==> config.mk <==
export PLATFORM = sky130hd
export DESIGN_NAME = replay_buf
export DESIGN_NICKNAME = d
export VERILOG_FILES = /design/src/rtl/rbuf_pkg.sv /design/src/rtl/rbuf_store.sv /design/src/rtl/rbuf_ctrl.sv /design/src/rtl/replay_buf.sv
export SDC_FILE = /design/constraint.sdc
export NUM_CORES = 1
export LEC_CHECK = 0
export ABC_AREA = 1
export BUFFER_PORTS_ARGS = -buffer_cell sky130_fd_sc_hd__buf_4
export CAP_MARGIN = 0
export CORE_AREA = 2 2 277 279
export DETAILED_ROUTE_END_ITERATION = 16
export DIE_AREA = 0 0 279 281
export SLEW_MARGIN = 10
export SYNTH_ARGS = -nofsm -noshare
export SYNTH_HDL_FRONTEND = slang
export SYNTH_SLANG_ARGS = --single-unit
==> constraint.sdc <==
create_clock -name clk -period 12.3 [get_ports clk]
set_input_delay 1.23 -clock clk [delete_from_list [all_inputs] [get_ports clk]]
set_output_delay 1.23 -clock clk [all_outputs]
set_load 0.05 [all_outputs]
==> src/rtl/rbuf_pkg.sv <==
package rbuf_pkg;
  typedef struct packed {
    logic replay;
    logic done;
  } rbuf_ctl_t;
endpackage

==> src/rtl/rbuf_store.sv <==
module rbuf_store #(
  parameter int DATA_W = 8,
  parameter int ADDR_W = 6
) (
  input  logic              clk,
  input  logic              we,
  input  logic [ADDR_W-1:0] waddr,
  input  logic [DATA_W-1:0] wdata,
  input  logic [ADDR_W-1:0] raddr,
  output logic [DATA_W-1:0] rdata
);
  localparam int DEPTH = 1 << ADDR_W;

  logic [DATA_W-1:0] mem [DEPTH];

  always_ff @(posedge clk) begin
    if (we) mem[waddr] <= wdata;
  end

  assign rdata = mem[raddr];
endmodule

==> src/rtl/rbuf_ctrl.sv <==
module rbuf_ctrl
  import rbuf_pkg::*;
#(
  parameter int ADDR_W = 6,
  parameter int KEEP   = 56
) (
  input  logic              clk,
  input  logic              rst,
  input  logic              in_valid,
  input  logic              in_last,
  input  logic              out_ready,
  input  rbuf_ctl_t         ctl,
  output logic              in_ready,
  output logic              out_valid,
  output logic              out_last,
  output logic              wr_en,
  output logic [ADDR_W:0]   wr_ptr,
  output logic [ADDR_W:0]   rd_ptr,
  output logic [ADDR_W:0]   st_ptr,
  output logic [ADDR_W:0]   end_ptr,
  output logic              end_vld,
  output logic              win_open
);
  localparam int PTR_W = ADDR_W + 1;
  localparam logic [PTR_W-1:0] DEPTH_P = PTR_W'(1) << ADDR_W;
  localparam logic [PTR_W-1:0] KEEP_P  = PTR_W'(KEEP);
  localparam logic [PTR_W-1:0] ONE_P   = PTR_W'(1);

  logic [PTR_W-1:0] wr_n, rd_n, st_n, end_n, base_n, gap_n;
  logic             end_vld_n, open_n, ready_n, rd_go, finish;

  assign wr_en     = in_valid && in_ready;
  assign out_valid = (rd_ptr != wr_ptr);
  assign out_last  = out_valid && end_vld && ((rd_ptr + ONE_P) == end_ptr);
  assign rd_go     = out_valid && out_ready;
  assign finish    = ctl.done && end_vld;

  always_comb begin
    wr_n      = wr_ptr + (wr_en ? ONE_P : '0);
    end_n     = end_ptr;
    end_vld_n = end_vld;
    st_n      = st_ptr;
    if (finish) begin
      end_vld_n = 1'b0;
      st_n      = end_ptr;
      rd_n      = end_ptr;
    end else begin
      if (wr_en && in_last) begin
        end_n     = wr_ptr + ONE_P;
        end_vld_n = 1'b1;
      end
      if (ctl.replay && win_open) rd_n = st_ptr;
      else                        rd_n = rd_ptr + (rd_go ? ONE_P : '0);
    end
    gap_n   = rd_n - st_n;
    open_n  = finish ? 1'b1 : (win_open && (gap_n <= KEEP_P));
    base_n  = open_n ? st_n : rd_n;
    ready_n = !end_vld_n && ((wr_n - base_n) != DEPTH_P);
  end

  always_ff @(posedge clk) begin
    if (rst) begin
      wr_ptr   <= '0;
      rd_ptr   <= '0;
      st_ptr   <= '0;
      end_ptr  <= '0;
      end_vld  <= 1'b0;
      win_open <= 1'b1;
      in_ready <= 1'b0;
    end else begin
      wr_ptr   <= wr_n;
      rd_ptr   <= rd_n;
      st_ptr   <= st_n;
      end_ptr  <= end_n;
      end_vld  <= end_vld_n;
      win_open <= open_n;
      in_ready <= ready_n;
    end
  end
endmodule

==> src/rtl/replay_buf.sv <==
module replay_buf
  import rbuf_pkg::*;
#(
  parameter int DATA_W = 8,
  parameter int ADDR_W = 6,
  parameter int KEEP   = 56
) (
  input  logic              clk,
  input  logic              rst,
  input  logic [DATA_W-1:0] in_data,
  input  logic              in_valid,
  output logic              in_ready,
  input  logic              in_last,
  output logic [DATA_W-1:0] out_data,
  output logic              out_valid,
  input  logic              out_ready,
  output logic              out_last,
  input  logic              replay,
  input  logic              done
);
  rbuf_ctl_t     ctl;
  logic          wr_en, end_vld, win_open;
  logic [ADDR_W:0] wr_ptr, rd_ptr, st_ptr, end_ptr;

  assign ctl = '{replay: replay, done: done};

  rbuf_ctrl #(.ADDR_W(ADDR_W), .KEEP(KEEP)) u_ctrl (
    .clk(clk), .rst(rst), .in_valid(in_valid), .in_last(in_last),
    .out_ready(out_ready), .ctl(ctl), .in_ready(in_ready),
    .out_valid(out_valid), .out_last(out_last), .wr_en(wr_en),
    .wr_ptr(wr_ptr), .rd_ptr(rd_ptr), .st_ptr(st_ptr), .end_ptr(end_ptr),
    .end_vld(end_vld), .win_open(win_open)
  );

  rbuf_store #(.DATA_W(DATA_W), .ADDR_W(ADDR_W)) u_store (
    .clk(clk), .we(wr_en), .waddr(wr_ptr[ADDR_W-1:0]), .wdata(in_data),
    .raddr(rd_ptr[ADDR_W-1:0]), .rdata(out_data)
  );
endmodule

==> impl_results.md, run 1 <==
* Status: complete, no violations
* Antenna diode instance count at 0
* Setup_tns at 0 ps
* Tcrit/Tclk final at 54.47%
* Slew margin rel. at a little under a third
* CTS Buf Count at 54
* Largest net degree at the start of global routing at 108
* Hold slack at around 530 ps
* Setup Skew at between 20 and 25 ps
* Grt total ovfl at 0
* Synth top area share at about two thirds
* # hold bufs at CTS at 0
* R2r startpoint: u_ctrl.rd_ptr[2]
* Worst Hold Path Cells at 2
* RSZ-0062 raised after global routing: false
* Post-synth EDFFs at just over 500
* Hold Fails Final Rpt at 0
* Critical Path Source Type: flip-flop
* GRT Overall Usage at 14.82%
* DIE WIDTH at ~280 um
* Peak supply drop at a little under 0.0001 V
* Number of routed nets with antenna violations at 0
* Yosys warns at 0
* Clk slew on worst S/H paths at 60 ps
* Die ar. at between 70000 and 80000 um^2
* Worst hold path class: reg2reg
* Dominant cell by count in the synthesized netlist: edfxtp_1
* Number of distinct library cells after synthesis at 37
* R2r setup slk at around 5900 ps
* CTS resizes at 0
* Worst Setup SP: u_ctrl.rd_ptr[1]
* Most area-consuming cells after synthesis: edfxtp_1, o21ai_0, nor2_1, dfxtp_1, nand2_1
* Initial antenna violation count at 1
* Port-buffer cells at 25
* Crit path capture type: primary output
* Power Dens Cells at roughly 170 nW/um^2
* Hold path start: u_ctrl.end_ptr[1]
* Detailed Place HPWL at 33720 um
* Main flop type after synthesis: edfxtp_1
* Clk Tree Root Cell: clkbuf_16
* Total number of vias at around 15000
* Most frequent cells after synthesis: edfxtp_1, nor2_1, o21ai_0, nand2_1, nand3_1
* Final setup fails at 0
* Clock latency on the worst-skew pair at 610 ps
* Vias per std cell at 5.237
* Total power at ~4.2 mW
* Cell Area, Synth at 22470 um^2
* Pre-antenna DRT Iters at 7
* FP Rows at slightly above 100
* Layout area overhead at 11.92%
* CTS max path bufs at 3
* Leakage at 8.196 nW
* Max-cap check violation count at 0
* Syn_nets at about 1900
* First-pass GRT wire length at 89020 um
* Drt first-iter violations at between 1500 and 2000
* F_max at 149.3 MHz
* CTS Sinks at roughly 540
* Worst Path Max Fanout at 71
* Hold endpoint: u_ctrl.end_ptr[1]
* R2R cell count at 39
* Placeable core area at 75440 um^2
* Final net count at ~1900
* Syn avg cell area at around 12 um^2
* Synth async-reset ratio at 0%
* Post CTS Setup Buffer Count at 0
* Number of synthesized register bits at 543
* Worst EP required at 11070 ps
* IO Count at 26
* Slew @ Worst Pin at slightly above 1000 ps
* Min cycle time layout at 6700 ps
* Final RePlAce weighted congestion at roughly 0.86
* Drt drc at 0
* Vias in the first global route at roughly 14000
* Die height at around 280 um
* WP data arrival at between 5000 and 6000 ps
* Routed length per instance at around 21 um
* RR Endpoint: u_ctrl.in_ready
* Share of cells above drive strength 1 at 6.429%
* Wirelength, routed at just under 60000 um
* Slew Viols, Final at 0
* Fill cell count at roughly 7300
* Initial core utilization at between 20% and 30%
* Cells after synthesis at roughly 1900
* CP Class: reg2out
* H-tree depth at 2
* Register area share after synthesis at 71.20%
* TritonCTS clock tree: yes
* Leading area contributor after synthesis: edfxtp_1
==> worst max-delay path, stage by stage (launching register included) <==
cell and delay, ps:
dfxtp_4 870, buf_4 720, clkinv_2 1020, buf_4 670
o21ai_0 180, o221ai_1 160, nand3_1 210, nand4_1 210
nand3_1 310, nand3_1 130, buf_4 210
==> through the flow <==
stage,instances,instance area (um^2),worst slack (ps),util (%)
after global placement,2767,23520,6189,31.17
final,2860,25140,5600,33.33
after detailed placement,2767,23520,5978,31.17
after global routing,2860,25140,5198,33.33
after CTS,2860,25140,5641,33.33
after floorplan,1862,22470,7389,-
==> final cells by class <==
class / instances / area (um^2) / share of cell area [%]
Multi-Input combinational cell: 1136 / 5703 / 22.68
Tap cell: 978 / 1224 / 4.867
Clock buffer: 71 / 1479 / 5.882
Timing Repair Buffer: 45 / 337.8 / 1.344
Clock inverter: 22 / 145.1 / 0.5773
Inverter: 65 / 250.2 / 0.9953
Sequential cell: 543 / 16000 / 63.65
==> where the power goes <==
group	total [mW]	internal [mW]	switching, mW	leakage [nW]
Combinational	0.597	0.167	0.430	2.55
Clock	1.54	0.877	0.663	0.790
Sequential	2.06	2.03	0.0256	4.86
Total	4.19	3.08	1.12	8.20
==> registers in the layout, indices dropped and copies added (netlist names) <==
name             flops
u_ctrl.end_ptr       7
u_ctrl.in_ready      1
u_ctrl.end_vld       1
u_ctrl.wr_ptr        7
u_store.mem        512
u_ctrl.st_ptr        7
u_ctrl.rd_ptr        7
u_ctrl.win_open      1
==> cell families (layout without fill, tap and decap cells) <==
logic type	after synthesis	in the layout	synth area share (%)
and+or+nand+nor	624	624	11.27
adders and majority gates	19	19	1.058
DFF	543	543	71.20
buffers and inverters	183	203	3.425
AOI/OAI and AO/OA	465	465	11.95
muxes	1	1	0.04456
xor gates and xnor gates	27	27	1.053
==> how the worst max path moves through the flow <==
stage                 endpoint  slack [ps]  depth (start not counted)
4_1_cts            out_data[7]        5640                         10
3_5_place_dp   u_ctrl.in_ready        5980                         39
5_1_grt        u_ctrl.in_ready        5200                         39
3_3_place_gp   u_ctrl.in_ready        6190                         39
6_report           out_data[7]        5600                         10
2_1_floorplan  u_ctrl.in_ready        7390                         37
==> cells in the final DEF (no fill, tap or decap), types with 22 or more instances in the layout <==
| cell | Yosys | routed |
|---|---|---|
| edfxtp_1 | 512 | 512 |
| o22ai_1 | 73 | 73 |
| buf_4 | 9 | 45 |
| o21ai_0 | 281 | 281 |
| dfxtp_1 | 31 | 28 |
| nand3_1 | 77 | 77 |
| clkbuf_16 | 0 | 57 |
| a21oi_1 | 28 | 28 |
| inv_1 | 59 | 59 |
| nand2_1 | 151 | 151 |
| nand4_1 | 22 | 22 |
| o221ai_1 | 52 | 52 |
| nor2_1 | 358 | 357 |
==> routing by layer <==
layer | routed length, um | GRT usage [%]
met5 | 10 | 0
met4 | 1984 | 5.431
met1 | 24710 | 19.91
met3 | 4515 | 2.552
met2 | 27860 | 24.09
Note: power is estimated with default switching activity, not from simulation.
==> inputs of run 2 (changes only) <==
- clock period: 12.3 -> 5.8 ns (I/O delays scaled with it)
==> impl_results.md, run 2 (synthesized netlist as in run 1, its figures left out) <==
* Status: complete, no violations
* Worst Hold Path Cells at 4 (+2)
* Share of cells above drive strength 1 at 7.619% (+1.2 points)
* WP data arrival at 5770 ps (+300 ps)
* Combinational share of power at 14.9% (+0.7 points)
* TritonCTS clock tree: yes
* Detailed Place HPWL at 33910 um (+0.55%)
* RR Endpoint: u_ctrl.in_ready
* DIE WIDTH at 279 um (unchanged)
* Top reg by flops: u_store.mem
* Final RePlAce weighted congestion at 0.8847 (+3.2%)
* Slew @ Worst Pin at 1105 ps (+67.06 ps)
* Initial antenna violation count at 0 (-1)
* GRT Overall Usage at 14.91% (+0.084 points)
* CP max-delay cell: buf_4
* H-tree depth at 2 (unchanged)
* Routed length per instance at 20.74 um (+0.40%)
* Reg area at 16020 um^2 (about the same)
* Setup Skew at 25.49 ps (+3.286 ps)
* Largest net degree at the start of global routing at 207 (+92%)
* CP Class: reg2reg
* Largest stage delay, worst path at 520 ps (-500 ps)
* Die height at 281 um (unchanged)
* Pre-antenna DRT Iters at 5 (-2)
* Vias per std cell at 5.223 (-0.27%)
* Critical Path Source Type: flip-flop
* Internal power at 6.552 mW (+110%)
* Vias in the first global route at 14340 (-0.10%)
* F_max at 190.0 MHz
* Wirelength, routed at 59470 um (+0.68%)
* Power Dens Cells at 354.7 nW/um^2 (+110%)
* Clk Tree Root Cell: clkbuf_16
* Tcrit/Tclk final at 90.77%
* Hold Fails Final Rpt at 0 (unchanged)
* Final Core Density at 33.52% (+0.19 points)
* FP Rows at 101 (unchanged)
* Total power at 8.970 mW (+110%)
* Clk slew on worst S/H paths at 60 ps (about the same)
* Clock latency on the worst-skew pair at 610 ps (about the same)
* Crit path capture type: flip-flop
* Sw frac at 26.96% (+0.29 points)
* Fill cell count at 7294 (-0.45%)
* Max reg flops at 512 (unchanged)
* IO Count at 26 (unchanged)
* Leakage at 8.266 nW (+0.86%)
* Slew Viols, Final at 0 (unchanged)
* Placeable core area at 75440 um^2 (unchanged)
* Most frequent cells in the layout: edfxtp_1, nor2_1, o21ai_0
* Worst Path Max Fanout at 56 (-21%)
* Final net count at 1882 (+0.16%)
* Sequential power share at 48.2% (-0.8 points)
* Worst hold path class: in2reg
* Antenna diode instance count at 0 (unchanged)
* # hold bufs at CTS at 0 (unchanged)
* Layout area overhead at 12.57%
* Pre-CTS setup slack at 339.1 ps (-5639 ps)
* Worst Setup SP: u_ctrl.rd_ptr[0]
* Drt drc at 0 (unchanged)
* Slew margin rel. at 26.32% (-4.4 points)
* Clock power frac at 36.9% (+0.2 points)
* Grt total ovfl at 0 (unchanged)
* Min cycle time layout at 5265 ps
* R2r startpoint: u_ctrl.rd_ptr[0]
* Number of routed nets with antenna violations at 0 (unchanged)
* Total number of vias at 14980 (+0.013%)
* Commonest non-fill, non-tap cell in the layout: edfxtp_1
* Setup_tns at 0 ps (unchanged)
* Die ar. at 78400 um^2 (unchanged)
* Max-cap check violation count at 0 (unchanged)
* Worst EP required at 6310 ps (-4760 ps)
* CTS Buf Count at 53 (-1.9%)
* R2R cell count at 36 (-7.7%)
* Hold endpoint: u_ctrl.end_vld
* Area of the multi-input gates at 5724 um^2 (+0.37%)
* Hold path start: done
* Sw Pwr at 2.418 mW (+120%)
* Drt first-iter violations at 1662 (-5.6%)
* R2r setup slk at 540 ps (-5320 ps)
* Most common cell on crit path: nand2_1
* Setup ws final at 535.4 ps (-5065 ps)
* Port-buffer cells at 25 (unchanged)
* Initial core utilization at 29.78% (unchanged)
* Peak supply drop at 0.0002499 V (+160%)
* CTS Sinks at 543 (unchanged)
* CTS max path bufs at 3 (unchanged)
* Final setup fails at 0 (unchanged)
* First-pass GRT wire length at 89530 um (+0.57%)
[run 2: cell count changes in the layout (fill, tap and decap cells not counted), moves of 2 or more]
cell,before,now
clkinv_2,5,13
clkbuf_1,14,10
inv_2,0,2
dfxtp_1,28,21
dfxtp_2,1,7
bufinv_16,2,4
clkbuf_16,57,54
buf_12,0,5
inv_1,59,57
[run 2: cell type report]
cell class	count	area share (%)
Timing Repair Buffer	49	1.702
Clock inverter	33	1.014
Multi-Input combinational cell	1136	22.64
Tap cell	978	4.839
Inverter	65	0.9895
Sequential cell	543	63.33
Clock buffer	64	5.492
[run 2: per-stage QoR]
step	hold slack, ps	cells	area, um^2
after floorplan	463.3	1862	22470
after global placement	491.8	2771	23610
after detailed placement	513.3	2771	23610
final	334.6	2868	25290
after CTS	307.9	2868	25260
after global routing	335.1	2868	25290
[run 2: what timing repair did]
| action | CTS | global route |
|---|---|---|
| gates resized for setup | 0 | 13 |
| buffers inserted | 0 | 0 |
| endpoints found under the setup margin | 0 | 1 |
[run 2: how the worst max path moves through the flow]
stage | depth (start not counted) | slack [ps] | to
after CTS | 38 | 310 | u_ctrl.in_ready
final | 36 | 540 | u_ctrl.in_ready
after global placement | 38 | 650 | u_ctrl.in_ready
after floorplan | 39 | 1190 | u_ctrl.in_ready
after global routing | 40 | -40 | u_ctrl.in_ready
after detailed placement | 41 | 340 | u_ctrl.in_ready
[run 2: power groups by stage]
| stage | registers [mW] | clock network (mW) | logic, mW |
|---|---|---|---|
| 2_1_floorplan | 4.40 | 0 | 0.894 |
| 3_3_place_gp | 4.41 | 0 | 1.28 |
| 3_5_place_dp | 4.41 | 0 | 1.31 |
| 4_1_cts | 4.33 | 3.35 | 1.32 |
| 5_1_grt | 4.33 | 3.51 | 1.46 |
| 6_report | 4.33 | 3.31 | 1.34 |
[run 2: routing by layer]
metal	global-route usage, %	up-vias	wire length, um
met4	4.632	0	1727
met1	20.36	7458	25110
li1	-	6796	-
met3	1.945	110	4169
met2	24.69	615	28460
met5	0	-	0
[run 2: critical path: cells and delay by family (launching register included)]
kind                       cells  cell delay (ps)
DFF                            1              350
adders and majority gates      4             1220
xor gates and xnor gates       1              180
and+or+nand+nor               18             1550
AOI/OAI and AO/OA              8             1080
buffers and inverters          5              790
==> inputs of run 3 (changes only) <==
- CORE_AREA: 2 2 277 279 -> 2 2 202 204
- DIE_AREA: 0 0 279 281 -> 0 0 204 206
- HOLD_SLACK_MARGIN: not set -> 0.12
- PLACE_DENSITY: not set -> 0.75
==> impl_results.md, run 3 (synthesized netlist as in run 1, its figures left out) <==
* CP Class: reg2reg
* Drt drc at 0 (unchanged)
* Layout area overhead at 10.09%
* Internal power at 6.588 mW (+0.56%)
* Total number of vias at 14700 (-1.9%)
* Instance area at placement at 23020 um^2 (-2.5%)
* Port-buffer cells at 25 (unchanged)
* DIE WIDTH at 204 um (-27%)
* Largest stage delay, worst path at 440 ps (-80 ps)
* Worst hold path class: in2reg
* Detailed Place HPWL at 30910 um (-8.8%)
* Die ar. at 42020 um^2 (-46%)
* Worst Hold Path Cells at 4 (unchanged)
* Max reg flops at 512 (unchanged)
* Combinational share of power at 14.6% (-0.3 points)
* Critical Path Source Type: flip-flop
* Clk Tree Root Cell: clkbuf_16
* Antenna diode instance count at 0 (unchanged)
* Grt total ovfl at 0 (unchanged)
* Max-cap check violation count at 0 (unchanged)
* Clk slew on worst S/H paths at 60 ps (about the same)
* R2r setup slk at 690 ps (+150 ps)
* Top reg by flops: u_store.mem
* Slew Viols, Final at 0 (unchanged)
* Worst Setup SP: u_ctrl.wr_ptr[5]
* Commonest non-fill, non-tap cell in the layout: edfxtp_1
* Die height at 206 um (-27%)
* Setup_tns at 0 ps (unchanged)
* RR Endpoint: u_ctrl.in_ready
* Share of cells above drive strength 1 at 7.725% (+0.11 points)
* Final net count at 1881 (-0.053%)
* Status: complete, no violations
* Slew margin rel. at 28.95% (+2.6 points)
* WP data arrival at 5600 ps (-170 ps)
* Sw Pwr at 2.385 mW (-1.4%)
* TritonCTS clock tree: yes
* Min cycle time layout at 5111 ps (-153.7 ps)
* Drt first-iter violations at 1763 (+6.1%)
* Leakage at 8.263 nW (about the same)
* Final RePlAce weighted congestion at 0.9025 (+2.0%)
* CTS Buf Count at 52 (-1.9%)
* Clock latency on the worst-skew pair at 600 ps (about the same)
* Hold path start: done
* R2R cell count at 34 (-5.6%)
* Routed length per instance at 22.01 um (+6.1%)
* Most frequent cells in the layout: edfxtp_1, nor2_1, o21ai_0
* CP max-delay cell: dfxtp_1
* RSZ-0062 raised after global routing: false
* Setup Skew at 29.15 ps (+3.654 ps)
* R2r startpoint: u_ctrl.wr_ptr[5]
* CTS max path bufs at 3 (unchanged)
* Fill cell count at 3056 (-58%)
* Final instance area at 24730 um^2 (-2.2%)
* Final setup fails at 0 (unchanged)
* Power Dens Cells at 362.8 nW/um^2 (+2.3%)
* Sw frac at 26.58% (-0.38 points)
* Initial core utilization at 55.91% (+26 points)
* Wirelength, routed at 53300 um (-10%)
* Placeable core area at 40180 um^2 (-47%)
* Vias in the first global route at 14340 (-0.035%)
* CTS Sinks at 543 (unchanged)
* GRT Overall Usage at 25.82% (+11 points)
* Number of routed nets with antenna violations at 0 (unchanged)
* IO Count at 26 (unchanged)
* Sequential power share at 48.2% (about the same)
* Slew @ Worst Pin at 1064 ps (-40.99 ps)
* Crit path capture type: flip-flop
* Worst EP required at 6290 ps (-20 ps)
* Total power at 8.974 mW (about the same)
* Hold Fails Final Rpt at 0 (unchanged)
* Initial antenna violation count at 0 (unchanged)
* Vias per std cell at 6.069 (+16%)
* Tcrit/Tclk final at 88.12% (-2.7 points)
* Largest net degree at the start of global routing at 174 (-16%)
* First-pass GRT wire length at 82400 um (-8.0%)
* F_max at 195.7 MHz (+3.0%)
* Most common cell on crit path: nand2_1
* # hold bufs at CTS at 0 (unchanged)
* Worst Path Max Fanout at 13 (-77%)
* Hold endpoint: u_ctrl.end_vld
* Peak supply drop at 0.0003382 V (+35%)
* Clock power frac at 37.2% (+0.3 points)
* H-tree depth at 2 (unchanged)
* Pre-antenna DRT Iters at 5 (unchanged)
* FP Rows at 74 (-27%)
-- run 3: through the flow --
stage	setup WS [ps]	instances	util [%]	hold slack, ps
5_1_grt	51.45	2422	61.55	336.2
3_3_place_gp	668.2	2324	57.29	509.4
4_1_cts	395.8	2421	61.48	328.4
3_5_place_dp	431.5	2324	57.29	503.8
6_report	689.2	2422	61.55	325.6
2_1_floorplan	1188	1862	-	463.3
-- run 3: worst max-delay path, delay by kind of cell (launching register included) --
family          cells  cell delay (ps)
simple gates       17             1800
fa+ha+maj           4             1070
compound gates      7             1020
flops               1              440
buf+inv             4              330
xor+xnor            2              310
-- run 3: repair_timing --
action | 4_1_cts | 5_1_grt
endpoints found under the setup margin | 0 | 1
setup buffers | 0 | 1
gates resized for setup | 0 | 7
-- run 3: worst max path at each step --
stage | slack [ps] | endpoint | cells after the start
floorplan | 1190 | u_ctrl.in_ready | 39
global placement | 670 | u_ctrl.in_ready | 37
detailed placement | 430 | u_ctrl.in_ready | 37
CTS | 400 | u_ctrl.in_ready | 37
global route | 50 | u_ctrl.in_ready | 38
finish | 690 | u_ctrl.in_ready | 34
-- run 3: power by group through the flow --
stage	logic, mW	clock network [mW]	registers (mW)
3_5_place_dp	1.28	0	4.41
3_3_place_gp	1.23	0	4.41
6_report	1.31	3.34	4.33
4_1_cts	1.28	3.37	4.32
5_1_grt	1.42	3.53	4.33
2_1_floorplan	0.894	0	4.40
-- run 3: layout make-up --
class | count | area (um^2) | share of cell area, %
clock buffers | 67 | 1429 | 5.777
clock inverters | 30 | 255.2 | 1.032
inverters | 65 | 252.7 | 1.022
multi-input cells | 1136 | 5717 | 23.11
flip-flops and latches | 543 | 16010 | 64.72
well taps | 532 | 665.6 | 2.691
repair buffers | 49 | 405.4 | 1.639
-- run 3: metal layers --
metal | global-route usage, % | part of all wire, % | up-vias
met5 | 0 | 0 | -
met4 | 10.58 | 3.6 | 0
met3 | 4.683 | 8.4 | 108
met2 | 41.00 | 47 | 679
met1 | 35.60 | 41 | 7105
li1 | - | - | 6806
